<file path="src/rtl/oar_pkg.sv">
package oar_pkg;
  localparam logic [2:0] MODE_IMM  = 3'd0;
  localparam logic [2:0] MODE_DIR  = 3'd1;
  localparam logic [2:0] MODE_IND  = 3'd2;
  localparam logic [2:0] MODE_IDX  = 3'd3;
  localparam logic [2:0] MODE_BASE = 3'd4;
  localparam logic [2:0] MODE_REL  = 3'd5;

  typedef enum logic [1:0] {
    ST_IDLE = 2'd0,
    ST_RD1  = 2'd1,
    ST_RD2  = 2'd2
  } oar_state_t;

  typedef struct packed {
    logic illegal;
    logic imm;
    logic rd1;
    logic rd2;
  } oar_plan_t;
endpackage

</file>
<file path="src/rtl/oar_mode_decode.sv">
module oar_mode_decode
  import oar_pkg::*;
(
  input  logic [2:0] mode,
  input  logic       fetch,
  output oar_plan_t  plan
);
  always_comb begin
    plan = '0;
    case (mode)
      MODE_IMM:  plan.imm = 1'b1;
      MODE_DIR:  plan.rd1 = 1'b1;
      MODE_IND:  begin plan.rd1 = 1'b1; plan.rd2 = 1'b1; end
      MODE_IDX:  plan.rd1 = fetch;
      MODE_BASE: plan.rd1 = fetch;
      MODE_REL:  plan.rd1 = 1'b0;
      default:   plan.illegal = 1'b1;
    endcase
  end
endmodule

</file>
<file path="src/rtl/oar_ea_calc.sv">
module oar_ea_calc
  import oar_pkg::*;
#(
  parameter int AW  = 16,
  parameter int OPW = 12
) (
  input  logic [2:0]     mode,
  input  logic [OPW-1:0] operand,
  input  logic [AW-1:0]  idx_reg,
  input  logic [AW-1:0]  base_reg,
  input  logic [AW-1:0]  pc,
  output logic [AW-1:0]  ea
);
  logic [AW-1:0] op_zext;
  logic [AW-1:0] op_sext;

  generate
    if (OPW < AW) begin : g_widen
      localparam int PAD = AW - OPW;
      assign op_zext = {{PAD{1'b0}}, operand};
      assign op_sext = {{PAD{operand[OPW-1]}}, operand};
    end else begin : g_narrow
      assign op_zext = operand[AW-1:0];
      assign op_sext = operand[AW-1:0];
    end
  endgenerate

  always_comb begin
    case (mode)
      MODE_IDX:  ea = op_zext + idx_reg;
      MODE_BASE: ea = op_zext + base_reg;
      MODE_REL:  ea = pc + op_sext;
      default:   ea = op_zext;
    endcase
  end
endmodule

</file>
<file path="src/rtl/oar_seq.sv">
module oar_seq
  import oar_pkg::*;
#(
  parameter int AW = 16,
  parameter int DW = 16
) (
  input  logic          clk,
  input  logic          rst,
  input  logic          start,
  input  oar_plan_t     plan,
  input  logic [AW-1:0] ea,
  input  logic [DW-1:0] imm_value,
  input  logic          mem_ack,
  input  logic [DW-1:0] mem_rdata,
  output logic          mem_req,
  output logic [AW-1:0] mem_addr,
  output logic          busy,
  output logic          done,
  output logic [DW-1:0] result,
  output logic          result_is_addr,
  output logic          illegal
);
  oar_state_t    state;
  logic          need_second;
  logic [AW-1:0] ptr_addr;

  assign busy     = (state != ST_IDLE);
  assign ptr_addr = AW'(mem_rdata);

  always_ff @(posedge clk) begin
    if (rst) begin
      state          <= ST_IDLE;
      need_second    <= 1'b0;
      mem_req        <= 1'b0;
      mem_addr       <= '0;
      done           <= 1'b0;
      illegal        <= 1'b0;
      result         <= '0;
      result_is_addr <= 1'b0;
    end else begin
      done    <= 1'b0;
      illegal <= 1'b0;
      case (state)
        ST_IDLE: begin
          if (start) begin
            if (plan.illegal) begin
              done           <= 1'b1;
              illegal        <= 1'b1;
              result         <= '0;
              result_is_addr <= 1'b0;
            end else if (plan.rd1) begin
              state       <= ST_RD1;
              need_second <= plan.rd2;
              mem_req     <= 1'b1;
              mem_addr    <= ea;
            end else begin
              done           <= 1'b1;
              result         <= plan.imm ? imm_value : DW'(ea);
              result_is_addr <= !plan.imm;
            end
          end
        end
        ST_RD1: begin
          if (mem_ack) begin
            if (need_second) begin
              state    <= ST_RD2;
              mem_addr <= ptr_addr;
            end else begin
              state          <= ST_IDLE;
              mem_req        <= 1'b0;
              done           <= 1'b1;
              result         <= mem_rdata;
              result_is_addr <= 1'b0;
            end
          end
        end
        ST_RD2: begin
          if (mem_ack) begin
            state          <= ST_IDLE;
            mem_req        <= 1'b0;
            done           <= 1'b1;
            result         <= mem_rdata;
            result_is_addr <= 1'b0;
          end
        end
        default: begin
          state   <= ST_IDLE;
          mem_req <= 1'b0;
        end
      endcase
    end
  end
endmodule

</file>
<file path="src/rtl/opaddr_resolver.sv">
module opaddr_resolver
  import oar_pkg::*;
#(
  parameter int AW  = 16,
  parameter int DW  = 16,
  parameter int OPW = 12
) (
  input  logic           clk,
  input  logic           rst,
  input  logic           req_valid,
  input  logic [2:0]     req_mode,
  input  logic [OPW-1:0] req_operand,
  input  logic           req_fetch,
  input  logic [AW-1:0]  idx_reg,
  input  logic [AW-1:0]  base_reg,
  input  logic [AW-1:0]  pc,
  output logic           mem_req,
  output logic [AW-1:0]  mem_addr,
  input  logic           mem_ack,
  input  logic [DW-1:0]  mem_rdata,
  output logic           busy,
  output logic           done,
  output logic [DW-1:0]  result,
  output logic           result_is_addr,
  output logic           illegal
);
  oar_plan_t     plan;
  logic [AW-1:0] ea;
  logic [DW-1:0] imm_value;
  logic          start;

  assign imm_value = DW'(req_operand);
  assign start     = req_valid && !busy;

  oar_mode_decode u_decode (
    .mode  (req_mode),
    .fetch (req_fetch),
    .plan  (plan)
  );

  oar_ea_calc #(.AW(AW), .OPW(OPW)) u_ea (
    .mode     (req_mode),
    .operand  (req_operand),
    .idx_reg  (idx_reg),
    .base_reg (base_reg),
    .pc       (pc),
    .ea       (ea)
  );

  oar_seq #(.AW(AW), .DW(DW)) u_seq (
    .clk            (clk),
    .rst            (rst),
    .start          (start),
    .plan           (plan),
    .ea             (ea),
    .imm_value      (imm_value),
    .mem_ack        (mem_ack),
    .mem_rdata      (mem_rdata),
    .mem_req        (mem_req),
    .mem_addr       (mem_addr),
    .busy           (busy),
    .done           (done),
    .result         (result),
    .result_is_addr (result_is_addr),
    .illegal        (illegal)
  );
endmodule

</file>
<file path="config.mk">
export PLATFORM = sky130hd
export DESIGN_NAME = opaddr_resolver
export DESIGN_NICKNAME = d
export VERILOG_FILES = /design/src/rtl/oar_pkg.sv /design/src/rtl/oar_mode_decode.sv /design/src/rtl/oar_ea_calc.sv /design/src/rtl/oar_seq.sv /design/src/rtl/opaddr_resolver.sv
export SDC_FILE = /design/constraint.sdc
export NUM_CORES = 1
export LEC_CHECK = 0
export ABC_AREA = 0
export BUFFER_PORTS_ARGS = -buffer_cell sky130_fd_sc_hd__buf_2
export CAP_MARGIN = 10
export CORE_MARGIN = 3
export CORE_UTILIZATION = 50
export DETAILED_ROUTE_END_ITERATION = 7
export PLACE_DENSITY_LB_ADDON = 0.2
export SYNTH_ARGS = -nofsm -noshare
export SYNTH_HDL_FRONTEND = slang
export SYNTH_SLANG_ARGS = --single-unit
export TNS_END_PERCENT = 5
</file>
<file path="constraint.sdc">
create_clock -name clk -period 4.8 [get_ports clk]
set_input_delay 1.2 -clock clk [delete_from_list [all_inputs] [get_ports clk]]
set_output_delay 1.2 -clock clk [all_outputs]
set_load 0.05 [all_outputs]
</file>
==> results of run 1 <==
## area by class of cell
class	instances	area share
clock buffer	6	0.0185
clock inverter	2	0.00783
inverter	14	0.0118
multi-input combinational	411	0.625
sequential	39	0.175
tap	96	0.0269
timing repair buffer	121	0.136
## sequential cells by signal (all words and copies together), names as in the netlist
name                  count
u_seq.done                1
u_seq.illegal             1
u_seq.need_second         1
u_seq.mem_req             1
u_seq.result             16
u_seq.state               2
u_seq.mem_addr           16
u_seq.result_is_addr      1
## cells by family after synthesis
group	Yosys count	synth area share
xor gates and xnor gates	23	0.0537
AOI/OAI and AO/OA	186	0.321
buffers and inverters	41	0.0480
and+or+nand+nor	149	0.196
muxes	17	0.0497
adders and majority gates	36	0.124
DFF	39	0.208
## where the power goes
part | leakage [nW] | switching [mW] | internal (mW) | total, mW
clock network | 0.0612 | 0.118 | 0.168 | 0.286
registers | 0.320 | 0.0283 | 0.377 | 0.405
logic | 1.63 | 0.521 | 0.240 | 0.760
total | 2.01 | 0.667 | 0.784 | 1.45
## Yosys cell counts, types with 5 or more instances
cell type,count,area (um^2)
nand2_1,50,188
a21oi_1,48,240
dfxtp_1,39,781
nor2_1,37,139
ha_1,34,425
o21ai_0,32,160
clkbuf_1,16,60.1
a31oi_1,15,93.8
o211ai_1,15,113
xor2_1,15,131
inv_1,14,52.6
mux2_2,13,146
a211oi_1,12,90.1
nor3_1,12,60.1
a221oi_1,11,96.3
and3_1,10,62.6
o22ai_1,8,50.1
xnor2_1,8,70.1
nand2b_1,7,43.8
nand3_1,7,35.0
a21o_1,6,45.0
buf_2,6,30.0
nand4_1,5,31.3
o21ai_1,5,25.0
## layer usage
layer  GRT usage  vias up  routed length [um]  part of all wire
met5           0        -                   0                 0
met4      0.0769        0                 194             0.018
met3      0.0341       16                 968             0.088
met2       0.395      184                4900              0.45
met1       0.348     1900                4900              0.45
li1            -     2055                   -                 -
## metrics by stage
stage | instances | total power, mW
final | 689 | 1.45
after global routing | 689 | 1.54
after CTS | 689 | 1.45
after detailed placement | 681 | 1.16
after global placement | 681 | 1.15
after floorplan | 491 | 0.986
## worst max-delay path, delay by kind of cell
kind                       cells  cell delay [ns]
buffers and inverters          2             0.23
adders and majority gates      2             0.55
AOI/OAI and AO/OA              6             1.33
muxes                          1             0.27
and+or+nand+nor                2             0.76
## path summary, 6_finish.rpt
| kind | cells after the start | endpoint | start |
|---|---|---|---|
| min reg2reg | 2 | u_seq.mem_addr[4] | u_seq.mem_addr[4] |
| max reg2reg | 9 | u_seq.result[9] | u_seq.state[1] |
| max | 13 | u_seq.result[8] | req_mode[2] |
| min | 2 | u_seq.mem_addr[4] | u_seq.mem_addr[4] |
==> results_dict.tcl, run 1 <==
set metrics [dict create \
    status "complete, no violations" \
    grt.overflow.total 0 \
    grt_max_degree 33 \
    fmax_mhz 237 \
    ctsResizeCount 0 \
    start_kind "primary input" \
    dp_hpwl_mm 8.48 \
    r2r_slack_ns 1.87 \
    areaGrowthSynthToFinish_pct 19.1 \
    path_class "primary input to flop" \
    clk_pin_slew_ns 0.07 \
    drive_gt1_frac 0.251 \
    dieHeight_um 92.6 \
    synth_edf_count 0 \
    cts_max_level 2 \
    initial_core_util 0.535 \
    cts_hold_buf 0 \
    p_per_area_nw_per_um2 324 \
    die_w_um 92.6 \
    hold_violations 0 \
    final_common_cell "buf_2" \
    synth_async_sr_flop_share 0 \
    regArea_um2 781 \
    multiInputGateArea_um2 2790 \
    synth_warnings 0 \
    diodes 0 \
    viasPerCell 6.03 \
    io_buffers 120 \
    wl_per_cell_um 15.9 \
    finalCriticalPeriod_ns 4.22 \
    cts_sinks 39 \
    ys_seq_elements 39 \
    avgSynthCellArea_um2 7.64 \
    grt_pass1_wl_mm 17.5 \
    routabilityCongestion 0.924 \
    worstHoldPathType "flop to flop" \
    slowest_delay_ns 0.56 \
    synth_fp_nets 611 \
    rows 30 \
    cp.required_ns 4.93 \
    cts_tree "yes" \
    core_um2 7020 \
    maxCapViolCount 0 \
    place_ws_ns 0.290 \
    drt_iter0_markers 266 \
    layout_common_cells "120 x buf_2, 50 x nand2_1, 48 x a21oi_1" \
    slew_violations 0 \
    end_kind "flop" \
    vias 4155 \
    post-route-period-util 0.878 \
    synth_top_flop_cell "dfxtp_1" \
    hold_ws_ns 0.456 \
    cp_max_fo 12 \
    setup_viol 0 \
    dr.pass1.iters 5 \
    clk_latency_ns 0.29 \
    p_leak_nw 2.01 \
    dpl-instance-area_um2 4350 \
    grt_usage 0.248 \
    maxSlewHeadroom 0.291 \
    arrival_ns 4.35 \
    seq_area_frac_synth 0.208 \
    antenna_found_initial 0 \
    fin_tns_setup_ns 0 \
    grt_pass1_vias 3707 \
    ir_worst_vdd_uv 125 \
    ant_nets 0 \
    cpMaxStageDelayCell "nor3b_4" \
    fillers 667 \
    clockRootBuffer "clkbuf_8" \
    nNetsFinal 712 \
    worstMarginPinSlew_ns 1.06 \
    rsz0062_at_grt "no" \
    syn_inst 491 \
    cts_setup_buffers 0 \
    ios 121 \
    worstPathCellList "buf_2 > nor3b_4 > mux2_2 > ha_1 > inv_1 > fa_1 > nand3b_1 > a31oi_1 > o21ai_0 > a31oi_1 > o21ai_0 > a221oi_1 > a211oi_1" \
    clk_path_buf_depth 2 \
    setup_ws_ns 0.585 \
    dieArea_um2 8580 \
    final.setup_skew_ns 0.00817 \
    wl_mm 11.0 \
    route.detailed.drc 0 \
    cts_buffers 5 \
    synth_area_um2 3750 \
    ys_types 58 \
    post-route-util 0.637 \
    final_cell_area_um2 4470 \
]
No activity file was read; power rests on OpenSTA's default activity.
==> run 2, diff against run 1 <==
clock period = 4 ns   (was 4.8 ns; I/O delays follow)
==> run 2 against run 1 <==
  * Cell area increased by 1.5%
  * Die area unchanged
  * Global-route usage increased by 1.1 points
  * Worst hold slack got worse by 0.0068 ns
  * Non-clock buffer count increased by 12
  * Critical path depth increased by 2
  * Sequential cell count unchanged
  * Count of clock-buffer cells in the layout increased by 1
  * Cell count increased by 1.7%
  * Sequential power increased by 20%
  * Clock skew decreased by 0.0056 ns
  * Largest cell class unchanged
  * Highest routed layer unchanged
==> results_dict.tcl, run 2 (synthesis gave the netlist of run 1 again) <==
set metrics [dict create \
    routabilityCongestion 0.966 \
    diodes 0 \
    internal_power_mw 0.881 \
    drt_iter0_markers 263 \
    fmax_mhz 279 \
    ant_nets 0 \
    cp_max_fo 11 \
    cp.required_ns 4.14 \
    maxSlewHeadroom 0.443 \
    top_regs "u_seq.mem_addr (16), u_seq.result (16), u_seq.state (2)" \
    worstHoldPathType "flop to flop" \
    dr.pass1.iters 5 \
    post-route-period-util 0.897 \
    setup_viol 0 \
    switchingPower_mw 0.811 \
    die_w_um 92.6 \
    ios 121 \
    fin_cells 701 \
    arrival_ns 3.73 \
    finalCriticalPeriod_ns 3.59 \
    status "complete, no violations" \
    cts_tree "yes" \
    wl_mm 11.6 \
    swShare 0.479 \
    core_um2 7020 \
    antenna_found_initial 0 \
    fin_tns_setup_ns 0 \
    grt_max_degree 33 \
    slew_violations 0 \
    whs_path_depth 2 \
    wl_per_cell_um 16.6 \
    rows 30 \
    vias 4214 \
    power_frac_seq 0.288 \
    cts_buffers 5 \
    ctsResizeCount 0 \
    start_kind "primary input" \
    cts_sinks 39 \
    dieArea_um2 8580 \
    reg2reg_depth 8 \
    clockRootBuffer "clkbuf_8" \
    hold_violations 0 \
    dieHeight_um 92.6 \
    combPwrFrac 0.560 \
    p_leak_nw 2.05 \
    final_common_cell "buf_2" \
    clk_latency_ns 0.29 \
    worstMarginPinSlew_ns 0.830 \
    clk_pin_slew_ns 0.07 \
    layout_common_cells "120 x buf_2, 50 x nand2_1, 48 x a21oi_1" \
    drive_gt1_frac 0.263 \
    dp_hpwl_mm 9.11 \
    route.detailed.drc 0 \
    dp.cells 693 \
    clk_path_buf_depth 2 \
    final.setup_skew_ns 0.00255 \
    grt_pass1_wl_mm 18.3 \
    viasPerCell 6.01 \
    initial_core_util 0.535 \
    grt_usage 0.259 \
    maxCapViolCount 0 \
    cts_hold_buf 0 \
    rsz0062_at_grt "no" \
    cts_setup_buffers 0 \
    cts_max_level 2 \
    end_kind "flop" \
    p_clk_frac 0.152 \
    grt_pass1_vias 3838 \
    power_mw 1.69 \
    io_buffers 120 \
    grt.overflow.total 0 \
    nNetsFinal 724 \
    ir_worst_vdd_uv 186 \
    path_class "primary input to flop" \
    areaGrowthSynthToFinish_pct 20.9 \
    p_per_area_nw_per_um2 373 \
]
run 2: power groups by stage:
stage | sequential, mW | combinational [mW] | clock [mW]
floorplan | 0.702 | 0.482 | 0
global placement | 0.493 | 0.918 | 0
detailed placement | 0.495 | 0.935 | 0
CTS | 0.486 | 0.937 | 0.263
global route | 0.493 | 1.02 | 0.276
finish | 0.488 | 0.947 | 0.257
run 2: per-stage QoR:
stage / hold slack, ns / setup slack (ns) / utilization / instance area, um^2
3_3_place_gp: 0.436 / 0.198 / 0.635 / 4460
2_1_floorplan: 0.480 / 0.0434 / - / 3760
5_1_grt: 0.484 / 0.201 / 0.647 / 4540
4_1_cts: 0.452 / 0.433 / 0.647 / 4540
6_report: 0.450 / 0.412 / 0.647 / 4540
3_5_place_dp: 0.443 / 0.131 / 0.635 / 4460
run 2: per-layer routing:
| metal | up-vias | GRT usage | wire length [um] |
|---|---|---|---|
| li1 | 2079 | - | - |
| met1 | 1920 | 0.343 | 4940 |
| met2 | 200 | 0.448 | 5520 |
| met3 | 15 | 0.0301 | 999 |
| met4 | 0 | 0.0647 | 167 |
| met5 | - | 0 | 0 |
run 2: path summary, 6_finish.rpt:
kind	to	slack [ns]	from
max reg2reg	u_seq.result[15]	1.46	u_seq.state[0]
max	u_seq.mem_addr[10]	0.41	req_mode[0]
min	u_seq.mem_addr[0]	0.45	u_seq.mem_addr[0]
min reg2reg	u_seq.mem_addr[0]	0.45	u_seq.mem_addr[0]
run 2: final cells by class:
class | instances | area [um^2]
clock buffer | 7 | 76.3
inverter | 14 | 52.6
timing repair buffer | 133 | 711
sequential | 39 | 781
multi-input combinational | 411 | 2790
tap | 96 | 120
fill | 672 | 2480
clock inverter | 1 | 5.00
run 2: critical path, cell delays in order:
cell	delay [ns]
buf_2	0.15
nor3b_4	0.25
buf_12	0.17
mux2_2	0.15
ha_1	0.16
inv_1	0.06
fa_1	0.38
nand3b_1	0.20
a31oi_1	0.33
o211ai_1	0.15
nand2_1	0.09
xor2_1	0.07
a221oi_1	0.32
buf_4	0.18
o22ai_1	0.07
==> run 3, diff against run 2 <==
clock period = 3.68 ns   (was 4 ns; I/O delays follow)
==> run 3 against run 2 <==
  * Cell count up 0.57%
  * Global-route usage up 1.2 points
  * Sequential cell count unchanged
  * Register-to-register slack worse by 0.23 ns
  * Via count up 3.1%
  * Combinational power up 11%
  * Critical path depth down 1
  * Clock power up 40%
  * Highest routed layer unchanged
==> results_dict.tcl, run 3 (synthesis gave the netlist of run 1 again) <==
set metrics [dict create \
    initial_core_util 0.535 \
    fin_tns_setup_ns 0 \
    drive_gt1_frac 0.282 \
    drt_iter0_markers 310 \
    grt_pass1_wl_mm 19.3 \
    startpoint "req_mode[0]" \
    cts_tree "yes" \
    hold_violations 0 \
    core_um2 7020 \
    clk_pin_slew_ns 0.09 \
    cts_hold_buf 0 \
    setup_viol 0 \
    ant_nets 0 \
    cts_buffers 5 \
    maxCapViolCount 0 \
    grt_max_degree 33 \
    fillers 655 \
    hp-start "u_seq.mem_addr[4]" \
    antenna_found_initial 0 \
    route.detailed.drc 0 \
    viasPerCell 6.16 \
    io_buffers 120 \
    r2r_start "u_seq.state[1]" \
    setup_ws_ns 0.256 \
    dr.pass1.iters 6 \
    p_leak_nw 2.09 \
    hold_ws_ns 0.452 \
    wl_per_cell_um 17.0 \
    dieArea_um2 8580 \
    start_kind "primary input" \
    slew_violations 0 \
    arrival_ns 3.58 \
    final_common_cell "buf_2" \
    diodes 0 \
    fin_cells 705 \
    die_w_um 92.6 \
    dp.cells 697 \
    p_per_area_nw_per_um2 418 \
    nNetsFinal 728 \
    top_regs "u_seq.mem_addr (16), u_seq.result (16), u_seq.state (2)" \
    routabilityCongestion 0.876 \
    ctsResizeCount 0 \
    clockRootBuffer "clkbuf_8" \
    rsz0062_at_grt "no" \
    final_cell_area_um2 4650 \
    fmax_mhz 292 \
    cp.required_ns 3.84 \
    maxSlewHeadroom 0.556 \
    finalCriticalPeriod_ns 3.42 \
    end_kind "flop" \
    cp_max_fo 9 \
    post-route-util 0.662 \
    rows 30 \
    wl_mm 12.0 \
    dpl-instance-area_um2 4540 \
    ir_worst_vdd_uv 173 \
    vias 4345 \
    power_mw 1.94 \
    cts_max_level 2 \
    dieHeight_um 92.6 \
    clk_path_buf_depth 2 \
    worstMarginPinSlew_ns 0.664 \
    areaGrowthSynthToFinish_pct 23.8 \
    path_class "primary input to flop" \
    ios 121 \
    grt_pass1_vias 4063 \
    cts_sinks 39 \
    post-route-period-util 0.930 \
    layout_common_cells "120 x buf_2, 50 x nand2_1, 47 x a21oi_1" \
    status "complete, no violations" \
    clk_latency_ns 0.30 \
    grt_usage 0.271 \
    grt.overflow.total 0 \
    final.setup_skew_ns 0.0118 \
    dp_hpwl_mm 9.46 \
    cts_setup_buffers 0 \
    place_ws_ns -0.0376 \
    worstHoldPathType "flop to flop" \
]
-- run 3: cell types whose count changed in the layout (fill, tap and decap cells not counted), sizes merged --
cell and delta:
buf +4, clkbuf -2, bufinv +1, clkinv +1
-- run 3: critical path, cell delays in order --
cell      delay, ns
buf_2          0.12
nor3b_4        0.26
buf_12         0.16
mux2_4         0.31
ha_4           0.16
inv_2          0.05
fa_2           0.20
nand3b_1       0.14
a31oi_2        0.13
or3_1          0.39
a31oi_1        0.27
o21ai_1        0.10
a221oi_1       0.25
a211oi_1       0.11
-- run 3: layer usage --
metal / track usage / wire [um]
met5: 0 / 0
met3: 0.0317 / 1080
met2: 0.470 / 5820
met1: 0.359 / 4900
met4: 0.0635 / 185
-- run 3: area by class of cell --
type	instances	area [um^2]	area share
inverters	14	52.6	0.0113
multi-input cells	411	2840	0.611
clock buffers	5	68.8	0.0148
well taps	96	120	0.0258
clock inverters	3	43.8	0.00942
flip-flops and latches	39	781	0.168
repair buffers	137	741	0.159
-- run 3: path summary, 6_finish.rpt --
kind,end,slack (ns),depth (start not counted)
max reg2reg,u_seq.result[10],1.23,10
max,u_seq.result[8],0.26,14
min reg2reg,u_seq.mem_addr[4],0.45,2
min,u_seq.mem_addr[4],0.45,2
-- run 3: where the power goes --
part / internal, mW / switching [mW]
combinational: 0.342 / 0.707
sequential: 0.491 / 0.0399
clock: 0.202 / 0.159
total: 1.04 / 0.906
